[src/rtl/sdram_ctrl_pkg.sv]
package sdram_ctrl_pkg;
  // {cs_n, ras_n, cas_n, we_n}
  typedef enum logic [3:0] {
    CMD_MRS = 4'b0000,
    CMD_REF = 4'b0001,
    CMD_PRE = 4'b0010,
    CMD_ACT = 4'b0011,
    CMD_WR  = 4'b0100,
    CMD_RD  = 4'b0101,
    CMD_NOP = 4'b0111
  } sdram_cmd_e;

  typedef enum logic [2:0] {
    PH_PWR, PH_IREF1, PH_IREF2, PH_IMRS, PH_RUN
  } ctrl_phase_e;
endpackage

[src/rtl/sdram_gap_timer.sv]
module sdram_gap_timer #(
  parameter int W       = 16,
  parameter int RST_VAL = 0
) (
  input  logic         clk,
  input  logic         rst_n,
  input  logic         load,
  input  logic [W-1:0] load_val,
  output logic         idle
);
  logic [W-1:0] cnt_q;

  always_ff @(posedge clk or negedge rst_n) begin
    if (!rst_n)          cnt_q <= W'(RST_VAL);
    else if (load)       cnt_q <= load_val;
    else if (cnt_q != 0) cnt_q <= cnt_q - 1'b1;
  end

  assign idle = (cnt_q == '0);
endmodule

[src/rtl/sdram_refresh_timer.sv]
module sdram_refresh_timer #(
  parameter int PERIOD = 3906
) (
  input  logic clk,
  input  logic rst_n,
  input  logic run,
  input  logic ack,
  output logic due
);
  localparam int CW = $clog2(PERIOD + 1);
  logic [CW-1:0] cnt_q;
  logic          wrap;

  assign wrap = run && (cnt_q == CW'(PERIOD - 1));

  always_ff @(posedge clk or negedge rst_n) begin
    if (!rst_n) begin
      cnt_q <= '0;
      due   <= 1'b0;
    end else begin
      if (run) cnt_q <= wrap ? '0 : cnt_q + 1'b1;
      if (wrap)     due <= 1'b1;
      else if (ack) due <= 1'b0;
    end
  end
endmodule

[src/rtl/sdram_row_tracker.sv]
module sdram_row_tracker #(
  parameter int NBANK = 2,
  parameter int ROWW  = 11,
  localparam int BW   = $clog2(NBANK)
) (
  input  logic            clk,
  input  logic            rst_n,
  input  logic [BW-1:0]   look_bank,
  input  logic [ROWW-1:0] look_row,
  output logic            look_open,
  output logic            look_hit,
  output logic            any_open,
  input  logic            act_en,
  input  logic [BW-1:0]   act_bank,
  input  logic [ROWW-1:0] act_row,
  input  logic            pre_en,
  input  logic            pre_all,
  input  logic [BW-1:0]   pre_bank
);
  logic [NBANK-1:0] open_q;
  logic [ROWW-1:0]  row_q [NBANK];

  for (genvar b = 0; b < NBANK; b++) begin : g_bank
    always_ff @(posedge clk or negedge rst_n) begin
      if (!rst_n) begin
        open_q[b] <= 1'b0;
        row_q[b]  <= '0;
      end else if (act_en && act_bank == BW'(b)) begin
        open_q[b] <= 1'b1;
        row_q[b]  <= act_row;
      end else if (pre_en && (pre_all || pre_bank == BW'(b))) begin
        open_q[b] <= 1'b0;
      end
    end
  end

  assign look_open = open_q[look_bank];
  assign look_hit  = look_open && (row_q[look_bank] == look_row);
  assign any_open  = |open_q;
endmodule

[src/rtl/sdram_cmd_ctrl.sv]
module sdram_cmd_ctrl
  import sdram_ctrl_pkg::*;
#(
  parameter int CLK_MHZ         = 250,
  parameter int REFI_NS         = 15625,
  parameter int PWRUP_CYC       = 25000,
  parameter int T_RCD           = 3,
  parameter int T_RP            = 3,
  parameter int T_RFC           = 9,
  parameter int T_MRD           = 2,
  parameter int CAS_LAT         = 3,
  parameter int WRAP_INTERLEAVE = 0,
  parameter int WRITE_SINGLE    = 0,
  parameter int DW              = 8,
  parameter int DMW             = 1,
  parameter int COLW            = 9,
  parameter int ROWW            = 11,
  localparam int ADRW           = ROWW + 1
) (
  input  logic            clk,
  input  logic            rst_n,
  input  logic            req_valid,
  output logic            req_ready,
  input  logic            req_write,
  input  logic            req_bank,
  input  logic [ROWW-1:0] req_row,
  input  logic [COLW-1:0] req_col,
  input  logic [DW-1:0]   req_wdata,
  input  logic [DMW-1:0]  req_wmask,
  output logic            rd_valid,
  output logic [DW-1:0]   rd_data,
  output logic            sd_cs_n,
  output logic            sd_ras_n,
  output logic            sd_cas_n,
  output logic            sd_we_n,
  output logic [ADRW-1:0] sd_addr,
  output logic [DMW-1:0]  sd_dqm,
  output logic [DW-1:0]   sd_dq_out,
  output logic            sd_dq_oe,
  input  logic [DW-1:0]   sd_dq_in
);
  localparam int REFI_CYC = CLK_MHZ * REFI_NS / 1000;
  localparam int TW       = $clog2(PWRUP_CYC + T_RFC + T_RCD + T_RP + T_MRD + 1);
  localparam int AP_BIT   = ROWW - 1;
  localparam int BANK_BIT = ADRW - 1;
  localparam logic [ADRW-1:0] MODE_WORD =
    ADRW'((WRITE_SINGLE << 9) | (CAS_LAT << 4) | (WRAP_INTERLEAVE << 3));

  ctrl_phase_e     phase_q, phase_d;
  sdram_cmd_e      cmd_q, cmd_d;
  logic [ADRW-1:0] addr_q, addr_d;
  logic [DMW-1:0]  dqm_q, dqm_d;
  logic [DW-1:0]   dq_q, dq_d, rd_data_q;
  logic            oe_q, oe_d;
  logic [CAS_LAT:0] rd_pipe_q;

  logic          t_load, t_idle;
  logic [TW-1:0] t_val;
  logic          ref_due, ref_ack, run_w;
  logic          look_open, look_hit, any_open;
  logic          act_en, pre_en, pre_all;

  assign run_w = (phase_q == PH_RUN);

  sdram_gap_timer #(.W(TW), .RST_VAL(PWRUP_CYC - 1)) u_gap (
    .clk, .rst_n, .load(t_load), .load_val(t_val), .idle(t_idle));

  sdram_refresh_timer #(.PERIOD(REFI_CYC)) u_refi (
    .clk, .rst_n, .run(run_w), .ack(ref_ack), .due(ref_due));

  sdram_row_tracker #(.NBANK(2), .ROWW(ROWW)) u_rows (
    .clk, .rst_n,
    .look_bank(req_bank), .look_row(req_row),
    .look_open, .look_hit, .any_open,
    .act_en, .act_bank(req_bank), .act_row(req_row),
    .pre_en, .pre_all, .pre_bank(req_bank));

  always_comb begin
    phase_d   = phase_q;
    cmd_d     = CMD_NOP;
    addr_d    = '0;
    dqm_d     = '0;
    dq_d      = '0;
    oe_d      = 1'b0;
    t_load    = 1'b0;
    t_val     = '0;
    act_en    = 1'b0;
    pre_en    = 1'b0;
    pre_all   = 1'b0;
    ref_ack   = 1'b0;
    req_ready = 1'b0;
    if (t_idle) begin
      unique case (phase_q)
        PH_PWR: begin
          cmd_d = CMD_PRE; addr_d[AP_BIT] = 1'b1; pre_en = 1'b1; pre_all = 1'b1;
          t_load = 1'b1; t_val = TW'(T_RP - 1); phase_d = PH_IREF1;
        end
        PH_IREF1, PH_IREF2: begin
          cmd_d = CMD_REF; t_load = 1'b1; t_val = TW'(T_RFC - 1);
          phase_d = (phase_q == PH_IREF1) ? PH_IREF2 : PH_IMRS;
        end
        PH_IMRS: begin
          cmd_d = CMD_MRS; addr_d = MODE_WORD;
          t_load = 1'b1; t_val = TW'(T_MRD - 1); phase_d = PH_RUN;
        end
        default: begin
          if (ref_due) begin
            t_load = 1'b1;
            if (any_open) begin
              cmd_d = CMD_PRE; addr_d[AP_BIT] = 1'b1; pre_en = 1'b1; pre_all = 1'b1;
              t_val = TW'(T_RP - 1);
            end else begin
              cmd_d = CMD_REF; ref_ack = 1'b1; t_val = TW'(T_RFC - 1);
            end
          end else if (req_valid) begin
            addr_d[BANK_BIT] = req_bank;
            t_load = 1'b1;
            if (look_hit) begin
              req_ready = 1'b1;
              addr_d[COLW-1:0] = req_col;
              t_val = '0;
              if (req_write) begin
                cmd_d = CMD_WR; oe_d = 1'b1; dq_d = req_wdata; dqm_d = req_wmask;
              end else begin
                cmd_d = CMD_RD;
              end
            end else if (look_open) begin
              cmd_d = CMD_PRE; pre_en = 1'b1; t_val = TW'(T_RP - 1);
            end else begin
              cmd_d = CMD_ACT; act_en = 1'b1; addr_d[ROWW-1:0] = req_row;
              t_val = TW'(T_RCD - 1);
            end
          end
        end
      endcase
    end
  end

  always_ff @(posedge clk or negedge rst_n) begin
    if (!rst_n) begin
      phase_q   <= PH_PWR;
      cmd_q     <= CMD_NOP;
      addr_q    <= '0;
      dqm_q     <= '0;
      dq_q      <= '0;
      oe_q      <= 1'b0;
      rd_pipe_q <= '0;
      rd_data_q <= '0;
    end else begin
      phase_q   <= phase_d;
      cmd_q     <= cmd_d;
      addr_q    <= addr_d;
      dqm_q     <= dqm_d;
      dq_q      <= dq_d;
      oe_q      <= oe_d;
      rd_pipe_q <= {rd_pipe_q[CAS_LAT-1:0], cmd_q == CMD_RD};
      rd_data_q <= sd_dq_in;
    end
  end

  assign {sd_cs_n, sd_ras_n, sd_cas_n, sd_we_n} = cmd_q;
  assign sd_addr   = addr_q;
  assign sd_dqm    = dqm_q;
  assign sd_dq_out = dq_q;
  assign sd_dq_oe  = oe_q;
  assign rd_valid  = rd_pipe_q[CAS_LAT];
  assign rd_data   = rd_data_q;
endmodule

[config.mk]
export PLATFORM = sky130hd
export DESIGN_NAME = sdram_cmd_ctrl
export DESIGN_NICKNAME = d
export VERILOG_FILES = /design/src/rtl/sdram_ctrl_pkg.sv /design/src/rtl/sdram_gap_timer.sv /design/src/rtl/sdram_refresh_timer.sv /design/src/rtl/sdram_row_tracker.sv /design/src/rtl/sdram_cmd_ctrl.sv
export SDC_FILE = /design/constraint.sdc
export NUM_CORES = 1
export LEC_CHECK = 0
export BUFFER_PORTS_ARGS = -buffer_cell sky130_fd_sc_hd__clkbuf_2
export CAP_MARGIN = 20
export CORE_MARGIN = 2
export CORE_UTILIZATION = 55
export CTS_CLUSTER_SIZE = 10
export DETAILED_ROUTE_END_ITERATION = 16
export PLACE_DENSITY = 0.79
export RECOVER_POWER = 100
export REMOVE_ABC_BUFFERS = 1
export SLEW_MARGIN = 20
export SYNTH_ARGS = -nofsm -noshare
export SYNTH_HDL_FRONTEND = slang
export SYNTH_SLANG_ARGS = --single-unit
[constraint.sdc]
create_clock -name clk -period 2.8 [get_ports clk]
set_input_delay 0.14 -clock clk [delete_from_list [all_inputs] [get_ports clk]]
set_output_delay 0.14 -clock clk [all_outputs]
set_load 0.05 [all_outputs]
# Word-level counts from Yosys, hierarchy flattened
# Cells that the tools add are included.
# word_totals
reg_bits,93
latchBits,0
ramBits,0
rom_bits,0
in_bits,42
out_inout_bits,36
wordCells,138
n_memories,0
# classes
n_addsub,2
mul,0
div,0
n_lt_le_gt_ge,2
eq_ne,7
n_shift,0
mux,88
bitwise_logic,2
reduce_logical,22
# op_table
cell,n
15-bit 2-to-1 mux,4
1-bit 2-to-1 mux,53
8-bit 2-to-1 mux,6
15-bit one-hot mux with 3 select lines,1
11-bit 2-to-1 mux,4
12-bit 2-to-1 mux,3
4-bit 2-to-1 mux,5
10-bit one-hot mux with 2 select lines,1
15-bit zero test,1
15-bit nonzero test,1
"15-bit by 1-bit subtractor with 15-bit output, second input constant",1
"12-bit by 1-bit adder with 12-bit output, second input constant",1
"12-bit equality test, second input constant",1
4-bit one-hot mux with 3 select lines,1
11-bit equality test,1
10-bit 2-to-1 mux,1
9-bit 2-to-1 mux,1
3-bit one-hot mux with 3 select lines,1
2-bit 2-to-1 mux,4
2-bit nonzero test,4
"3-bit by 2-bit equality test with 1-bit output, second input constant",2
1-bit logical AND,6
1-bit one-hot mux with 2 select lines,3
3-bit OR reduction,2
other kinds (13),15

# Logic depth before layout (Yosys ltp)
# Gate-level depths: netlist of the first run.
# depth
word_depth,14
ltp_mapped,9
ltp_nobuf,8

# Modules after synthesis
# Synthesis of the first run repeated with hierarchy kept, for this count alone.
# unflattened
hier_cells,355
hier_area_um2,4266.6
# by_module_without_submodules
mod,n_inst,cells_per_inst,area_each_um2,seq_area_each_um2
sdram_cmd_ctrl,1,116,1483.9,1004.7
sdram_row_tracker,1,90,1198.6,600.6
sdram_gap_timer,1,90,887.1,385.4
sdram_refresh_timer,1,59,696.9,325.3

# Worst setup path after synthesis of the first run
# Ideal clock, no wire load.
# synth_timing
path_kind,reg2reg
startpoint,register u_gap.cnt_q[6]
endpoint,register u_rows.row_q[0] (netlist name)
setup_ns,0.125
t_arrival_ns,2.065
t_required_ns,2.675
setup_slack_ns,0.610
path_stages_with_launch,7
path_buffers,1
period_less_slack_ns,2.190
cell_sequence,dfrtp_1 > or4_4 > nor3_4 > nand4_4 > nor4_4 > buf_6 > mux2_4
# synth_via
elab_chain_len,3
# synth_lines
element,line,rtl
from (decl),sdram_gap_timer.sv:11,logic [W-1:0] cnt_q;
from (signal assigned),sdram_gap_timer.sv:14,if (!rst_n) cnt_q <= W'(RST_VAL);
from (signal assigned),sdram_gap_timer.sv:15,else if (load) cnt_q <= load_val;
from (signal assigned),sdram_gap_timer.sv:16,else if (cnt_q != 0) cnt_q <= cnt_q - 1'b1;
15-bit zero test,sdram_gap_timer.sv:19,assign idle = (cnt_q == '0);
1-bit 2-to-1 mux,sdram_cmd_ctrl.sv:92,if (t_idle) begin
1-bit logical AND,sdram_row_tracker.sv:28,end else if (act_en && act_bank == BW'(b)) begin
"to (signal, indexed assignment)",sdram_row_tracker.sv:30,row_q[b] <= act_row;
to (decl),sdram_row_tracker.sv:21,logic [ROWW-1:0] row_q [NBANK];
# No other way between the ends.
# A chain may end at the register's enable or synchronous reset.

# Final worst setup path of the first run
# layout_timing
startpoint,register u_gap.cnt_q[6]
endpoint,register u_rows.row_q[15] (netlist name)
# Same word-level chain as after synthesis.

==> impl_metrics.csv, run 1 <==
group,metric,value,unit
worst_setup_path,crit_path_end_kind,"register",
power_and_ir_drop,p_sw,0.000846,W
floorplanning,die-area,8280,um^2
timing,clock.fmax,375,MHz
floorplanning,chipWidth,91.0,um
finish,final_cell_mix,"dfrtp_1 (81), clkbuf_2 (44), clkbuf_1 (39)",
drt,dr.pass1.iters,4,
finish,postLayoutCellArea,4890,um^2
grt,grt-ovfl-total,0,
floorplanning,pin_count,78,
worst_setup_path,arrival,2.91,ns
floorplanning,die-height,91.0,um
finish,area_delta_synth_final,17.4,%
clock_network,cts_tree,"yes",
worst_setup_path,path_class,"register to register",
logic_synthesis,syn_area,4160,um^2
finish,diodes,0,
timing,worst_slew_pin_slew,1.12,ns
finish,fin_nets,480,
grt,track_usage,22.6,%
worst_setup_path,cpLargestDelayFamily,"simple AND/OR/NAND/NOR gates",
min_path,hp-start,"req_wdata[3]",
clock_network,htreeDepth,3,
finish,fin_cells,539,
logic_synthesis,synth_warnings,0,
finish,drive_gt1_share,23.4,%
logic_synthesis,synth_cells,333,
worst_setup_path,reg2reg_slack,0.13,ns
power_and_ir_drop,intPower,0.00205,W
place,placed_cells,504,
clock_network,path_clk_slew,0.09,ns
floorplanning,rows,31,
worst_setup_path,crit_start,"u_gap.cnt_q[6]",
worst_setup_path,max_stage_delay,0.53,ns
place,io_buffers,76,
worst_setup_path,r2r_start,"u_gap.cnt_q[6]",
worst_setup_path,startpoint_type,"register",
worst_setup_path,crit_required,3.04,ns
clock_network,clk_latency,0.36,ns
finish,final_common_cell,"dfrtp_1",
power_and_ir_drop,p_clk_share,28.4,%
grt,antenna_found_initial,0,
power_and_ir_drop,ir_worst_vdd,0.261,mV
logic_synthesis,synth-seq-area-share,55.6,%
worst_setup_path,r2r-end,"u_rows.row_q[15]",
clock_network,clock_sinks,92,
drt,wl_per_cell,16.2,um
timing,tns,0,ns
timing,slew_headroom,25.5,%
timing,layout_setup_ws,0.133,ns
clock_network,cts_root_buf,"clkbuf_8",
timing,hold_viol_final,0,
logic_synthesis,synth_flop_cell,"dfrtp_1",
clock_network,cts.path.max_buffers,2,
drt,drtIter0Drc,152,
drt,vias_per_cell,5.45,
floorplanning,core_area,7290,um^2
place,dp_hpwl,5.80,mm
clock_network,numCtsBuffers,9,
job,cap_violations,0,
power_and_ir_drop,pwr-share-seq,56.0,%
worst_setup_path,critPathMaxFanout,11,
power_and_ir_drop,pwr_density_cell,594,nW/um^2
timing,finalClockSkew,0.0129,ns
worst_setup_path,crit_cells,6,
worst_setup_path,reg2reg_depth,6,
grt,grt_pass1_vias,2945,
logic_synthesis,synth-seq-cells,92,
grt,grt_start_max_net_pins,48,
drt,vias,2940,
min_path,hold_path_class,"primary input to register",
timing,timing.hold.ws,0.00895,ns
timing,fin_crit_sh,95.2,%
worst_setup_path,crit_buf_inv,1,
timing,setup_viol,0,
worst_setup_path,crit_chain,"or4_4 > nor3_1 > nand4_4 > nor4_2 > clkbuf_2 > mux2_2",
place,place_area,4650,um^2
power_and_ir_drop,power_leakage,2.34,nW
drt,postRouteWirelength,8.76,mm
timing,grt_setup_unrepaired,"no",
logic_synthesis,async_flop_share,100,%
logic_synthesis,synth_edf_count,0,
drt,ant_nets,0,
drt,route.detailed.drc,0,
place,dpl_worst_slack,0.434,ns
worst_setup_path,cp_slowest_cell,"or4_4",
place,gp_congestion,0.872,
finish,num-fill-cells,597,
timing,min_period,2.67,ns
grt,grt_first_pass_wirelength,14.6,mm
finish,multi_input_area,1690,um^2
floorplanning,start_util,57.1,%
timing,finalMaxSlewViolations,0,
finish,final-seq-area,2320,um^2
power_and_ir_drop,p_sw_share,29.2,%
outcome,status,"completed",
worst_setup_path,crit_path_end,"u_rows.row_q[15]",
logic_synthesis,netlist-cell-type-count,55,
power_and_ir_drop,combinationalPowerShare,15.6,%
logic_synthesis,syn_avg_cell_area,12.5,um^2
[power groups by stage]
stage                     Clock, W  Combinational [W]  Sequential [W]
after floorplan                  0           0.000294         0.00165
after global placement           0           0.000435         0.00165
after detailed placement         0           0.000443         0.00165
after CTS                 0.000840           0.000465         0.00163
after global routing      0.000910           0.000503         0.00165
final                     0.000825           0.000453         0.00162
[area by class of cell]
type                       instances  share of cell area (%)
multi-input combinational        225                    34.6
timing repair buffer             102                    11.2
tap                               99                    2.54
sequential                        92                    47.4
inverter                           5                   0.384
clock inverter                     5                   0.743
clock buffer                      11                    3.10
[cells in the mapped netlist (all sizes together) (2+ instances only)]
cell type	instances	share of area (%)
a311oi	2	0.42
and3	12	1.8
a21o	3	0.54
nor4	7	2.4
o21ai	7	0.84
and2	3	0.45
mux2	22	6.8
a31oi	2	0.30
dfstp	11	6.9
mux2i	12	2.9
nand2	22	2.0
nand3	11	1.7
nor3	11	2.3
nand2b	7	1.1
or4b	2	0.57
buf	8	1.7
xnor2	18	3.8
xor2	14	2.9
a221oi	2	0.42
inv	5	0.45
nor2	22	2.0
dfrtp	81	49
a21oi	5	0.60
a22o	8	1.7
clkbuf	3	0.27
ha	3	0.90
o211ai	3	0.54
nor2b	4	0.60
o21a	3	0.54
or2	3	0.45
or3	5	0.75
[worst reg2reg max path, stage by stage (launching register included)]
cell and delay, ns:
dfrtp_1 0.43, or4_4 0.53, nor3_1 0.46, nand4_4 0.22, nor4_2 0.19, clkbuf_2 0.34
mux2_2 0.38
[cell families (layout without fill, tap and decap cells)]
group                      Yosys count  count (layout)  share of synthesized area, %
AOI/OAI and AO/OA                   40              40                          6.85
other                                1               1                        0.0901
DFF                                 92              92                          55.6
muxes                               34              34                          9.65
xor gates and xnor gates            32              32                          6.73
buffers and inverters               16             123                          2.40
adders and majority gates            3               3                         0.902
and+or+nand+nor                    115             115                          17.7
[registers in the layout (all words and copies together), names as in the netlist]
signal,count
u_refi.cnt_q,12
u_gap.cnt_q,15
sd_dqm,1
u_refi.due,1
u_rows.open_q,2
cmd_q,3
rd_pipe_q,4
rd_data,8
u_rows.row_q,22
phase_q,3
sd_addr,12
sd_dq_oe,1
sd_dq_out,8
[metal layers]
| layer | share of wire [%] | global-route usage, % |
|---|---|---|
| met5 | 0 | 0 |
| met3 | 4.2 | 4.98 |
| met2 | 52 | 38.1 |
| met1 | 41 | 28.3 |
| met4 | 2.1 | 9.22 |
[repair_timing]
action,4_1_cts,5_1_grt
buffers inserted,0,3
hold buffers,16,0
hold endpoints to repair,56,0
resized for setup,0,0
setup endpoints to repair,0,1
[stage by stage]
step	util (%)	power, W
6_report	67.0	0.00290
3_3_place_gp	63.8	0.00208
3_5_place_dp	63.8	0.00210
2_1_floorplan	-	0.00194
4_1_cts	68.6	0.00294
5_1_grt	67.0	0.00306
[worst min-delay path by stage]
stage | endpoint | depth (start not counted)
after global placement | rd_data[0] | 1
after CTS | sd_dq_out[3] | 2
after floorplan | phase_q[0] | 0
final | sd_dq_out[3] | 2
after detailed placement | rd_data[0] | 1
after global routing | sd_dqm | 2
(Power assumes the default switching activity.)
==> inputs of run 2 (changes only) <==
--- a/config.mk
+++ b/config.mk
@@ -9,11 +9,11 @@
 export CAP_MARGIN = 20
 export CORE_MARGIN = 2
 export CORE_UTILIZATION = 55
+export CTS_CLUSTER_DIAMETER = 60
 export CTS_CLUSTER_SIZE = 10
 export DETAILED_ROUTE_END_ITERATION = 16
 export PLACE_DENSITY = 0.79
 export RECOVER_POWER = 100
-export REMOVE_ABC_BUFFERS = 1
 export SLEW_MARGIN = 20
 export SYNTH_ARGS = -nofsm -noshare
 export SYNTH_HDL_FRONTEND = slang
==> run 2 against run 1 <==
The run now ends with max-capacitance violations, max-slew violations left. Critical path type unchanged. Largest cell class unchanged. Non-clock buffer count up 3. Critical path depth unchanged. Core utilization grew 0.79 points. Hold slack barely moved. Sequential share of layout area is 0.55 points lower. Setup slack improved by 0.022 ns. Die area did not move. First-iteration DRC count down 11%. Via count decreased by 0.44%. Register-to-register slack better by 0.02 ns. Power up 3.6%. Clock-buffer cell count decreased by 2.
==> impl_metrics.csv, run 2 (same netlist as run 1, synthesis figures left out) <==
group,metric,value,unit
outcome,status,"finished with violations",
outcome,failed_checks,"max-capacitance violations, max-slew violations",
worst_setup_path,crit_buf_inv,1,
worst_setup_path,crit_path_end_kind,"register",
timing,slew_headroom,-2.33,%
floorplanning,core_area,7290,um^2
drt,vias,2927,
timing,tns,0,ns
grt,grt_pass1_vias,2961,
worst_setup_path,arrival,2.91,ns
drt,met3_length,340,um
worst_setup_path,cpLargestDelayFamily,"simple AND/OR/NAND/NOR gates",
finish,num-fill-cells,580,
finish,largest-register,"u_rows.row_q",
min_path,hold_depth,2,
floorplanning,die-height,91.0,um
clock_network,cts.path.max_buffers,2,
worst_setup_path,crit_required,3.06,ns
place,io_buffers,76,
place,dp_hpwl,5.69,mm
timing,finalClockSkew,0.0102,ns
clock_network,clk_latency,0.37,ns
drt,vias_per_cell,5.40,
floorplanning,rows,31,
timing,fin_crit_sh,94.5,%
floorplanning,die-area,8280,um^2
clock_network,clock_sinks,92,
floorplanning,pin_count,78,
timing,hold_viol_final,0,
drt,wl_met2,4.39,mm
finish,diodes,0,
worst_setup_path,cp_slowest_cell,"or4_1",
timing,clock.fmax,378,MHz
finish,reg.largest.list,"u_rows.row_q x22, u_gap.cnt_q x15",
drt,drtIter0Drc,136,
finish,drive_gt1_share,24.2,%
worst_setup_path,critPathMaxFanout,9,
grt,grt-ovfl-total,0,
worst_setup_path,crit_cells,6,
drt,dr.pass1.iters,4,
drt,ant_nets,0,
clock_network,cts_root_buf,"clkbuf_8",
job,cap_violations,1,
clock_network,numCtsBuffers,9,
timing,setup_viol,0,
finish,final_cell_mix,"dfrtp_1 (81), clkbuf_2 (43), clkbuf_1 (39)",
finish,fin_nets,483,
drt,route.detailed.drc,0,
timing,grt_setup_unrepaired,"no",
clock_network,path_clk_slew,0.10,ns
power_and_ir_drop,pwr_density_cell,608,nW/um^2
clock_network,cts_resized,0,
drt,maxUsedRoutingLayer,"met4",
finish,area_delta_synth_final,18.8,%
min_path,hold_path_class,"primary input to register",
clock_network,htreeDepth,3,
worst_setup_path,path_class,"register to register",
logic_synthesis,synth_nets,378,
worst_setup_path,max_stage_delay,0.60,ns
finish,largest_reg_flops,22,
grt,grt_start_max_net_pins,66,
drt,met1Wirelength,3.60,mm
finish,final_common_cell,"dfrtp_1",
timing,worst_slew_pin_slew,1.53,ns
drt,postRouteWirelength,8.45,mm
place,gp_congestion,0.918,
power_and_ir_drop,ir_worst_vdd,0.377,mV
power_and_ir_drop,power_leakage,2.35,nW
power_and_ir_drop,power,0.00301,W
drt,wl_per_cell,15.6,um
floorplanning,chipWidth,91.0,um
grt,grt_first_pass_wirelength,14.2,mm
floorplanning,start_util,57.1,%
timing,min_period,2.65,ns
clock_network,cts_tree,"yes",
grt,track_usage,21.7,%
timing,finalMaxSlewViolations,66,
worst_setup_path,reg2reg_depth,6,
grt,antenna_found_initial,0,
worst_setup_path,startpoint_type,"register",
worst_setup_path,crit_chain,"or4_1 > nor3_4 > nand4_4 > nor4_2 > buf_4 > mux2_4",
-- run 2: area by class of cell --
| cell class | count | area, um^2 | area share [%] |
|---|---|---|---|
| clock buffers | 9 | 124 | 2.51 |
| multi-input cells | 225 | 1700 | 34.3 |
| flip-flops and latches | 92 | 2320 | 46.8 |
| repair buffers | 105 | 582 | 11.8 |
| well taps | 99 | 124 | 2.51 |
| inverters | 5 | 18.8 | 0.380 |
| clock inverters | 7 | 81.3 | 1.65 |
-- run 2: worst register-to-register path: stages (launching register included) --
cell and delay [ns]:
dfrtp_1 0.44, or4_1 0.60, nor3_4 0.22, nand4_4 0.15
nor4_2 0.50, buf_4 0.31, mux2_4 0.32
-- run 2: timing repair --
| action | CTS | global route |
|---|---|---|
| hold buffers | 19 | 0 |
| endpoints found under the hold margin | 74 | 0 |
| endpoints found under the setup margin | 0 | 1 |
| setup buffers | 0 | 2 |
-- run 2: per-stage QoR --
| stage | cells | hold WS (ns) | area, um^2 | worst slack (ns) | utilization (%) |
|---|---|---|---|---|---|
| after CTS | 540 | 0.00110 | 5040 | 0.0795 | 69.2 |
| after floorplan | 333 | -0.156 | 4160 | 0.610 | - |
| after global placement | 505 | 0.249 | 4650 | 0.418 | 63.7 |
| after global routing | 542 | 0.00370 | 4940 | 0.0418 | 67.8 |
| final | 542 | 0.00936 | 4940 | 0.155 | 67.8 |
| after detailed placement | 505 | 0.250 | 4650 | 0.351 | 63.7 |
-- run 2: routing by layer --
metal	up-vias	track usage (%)
li1	1380	-
met1	1472	27.7
met2	63	37.1
met3	12	3.32
met4	0	8.59
met5	-	0
-- run 2: power breakdown --
part	internal, W	switching, W	total [W]
clock	0.000425	0.000505	0.000930
combinational	0.000198	0.000249	0.000447
sequential	0.00149	0.000142	0.00163
-- run 2: worst paths after layout --
| check | end | start | slack (ns) |
|---|---|---|---|
| min | sd_dq_out[7] | req_wdata[7] | 0.009 |
| max | u_rows.row_q[8] | u_gap.cnt_q[6] | 0.15 |
| min in group asynchronous | u_gap.cnt_q[9] | rst_n | 0.69 |
| max in group asynchronous | phase_q[0] | rst_n | 0.74 |
| min reg2reg | rd_pipe_q[1] | rd_pipe_q[0] | 0.35 |
| max reg2reg | u_rows.row_q[8] | u_gap.cnt_q[6] | 0.15 |
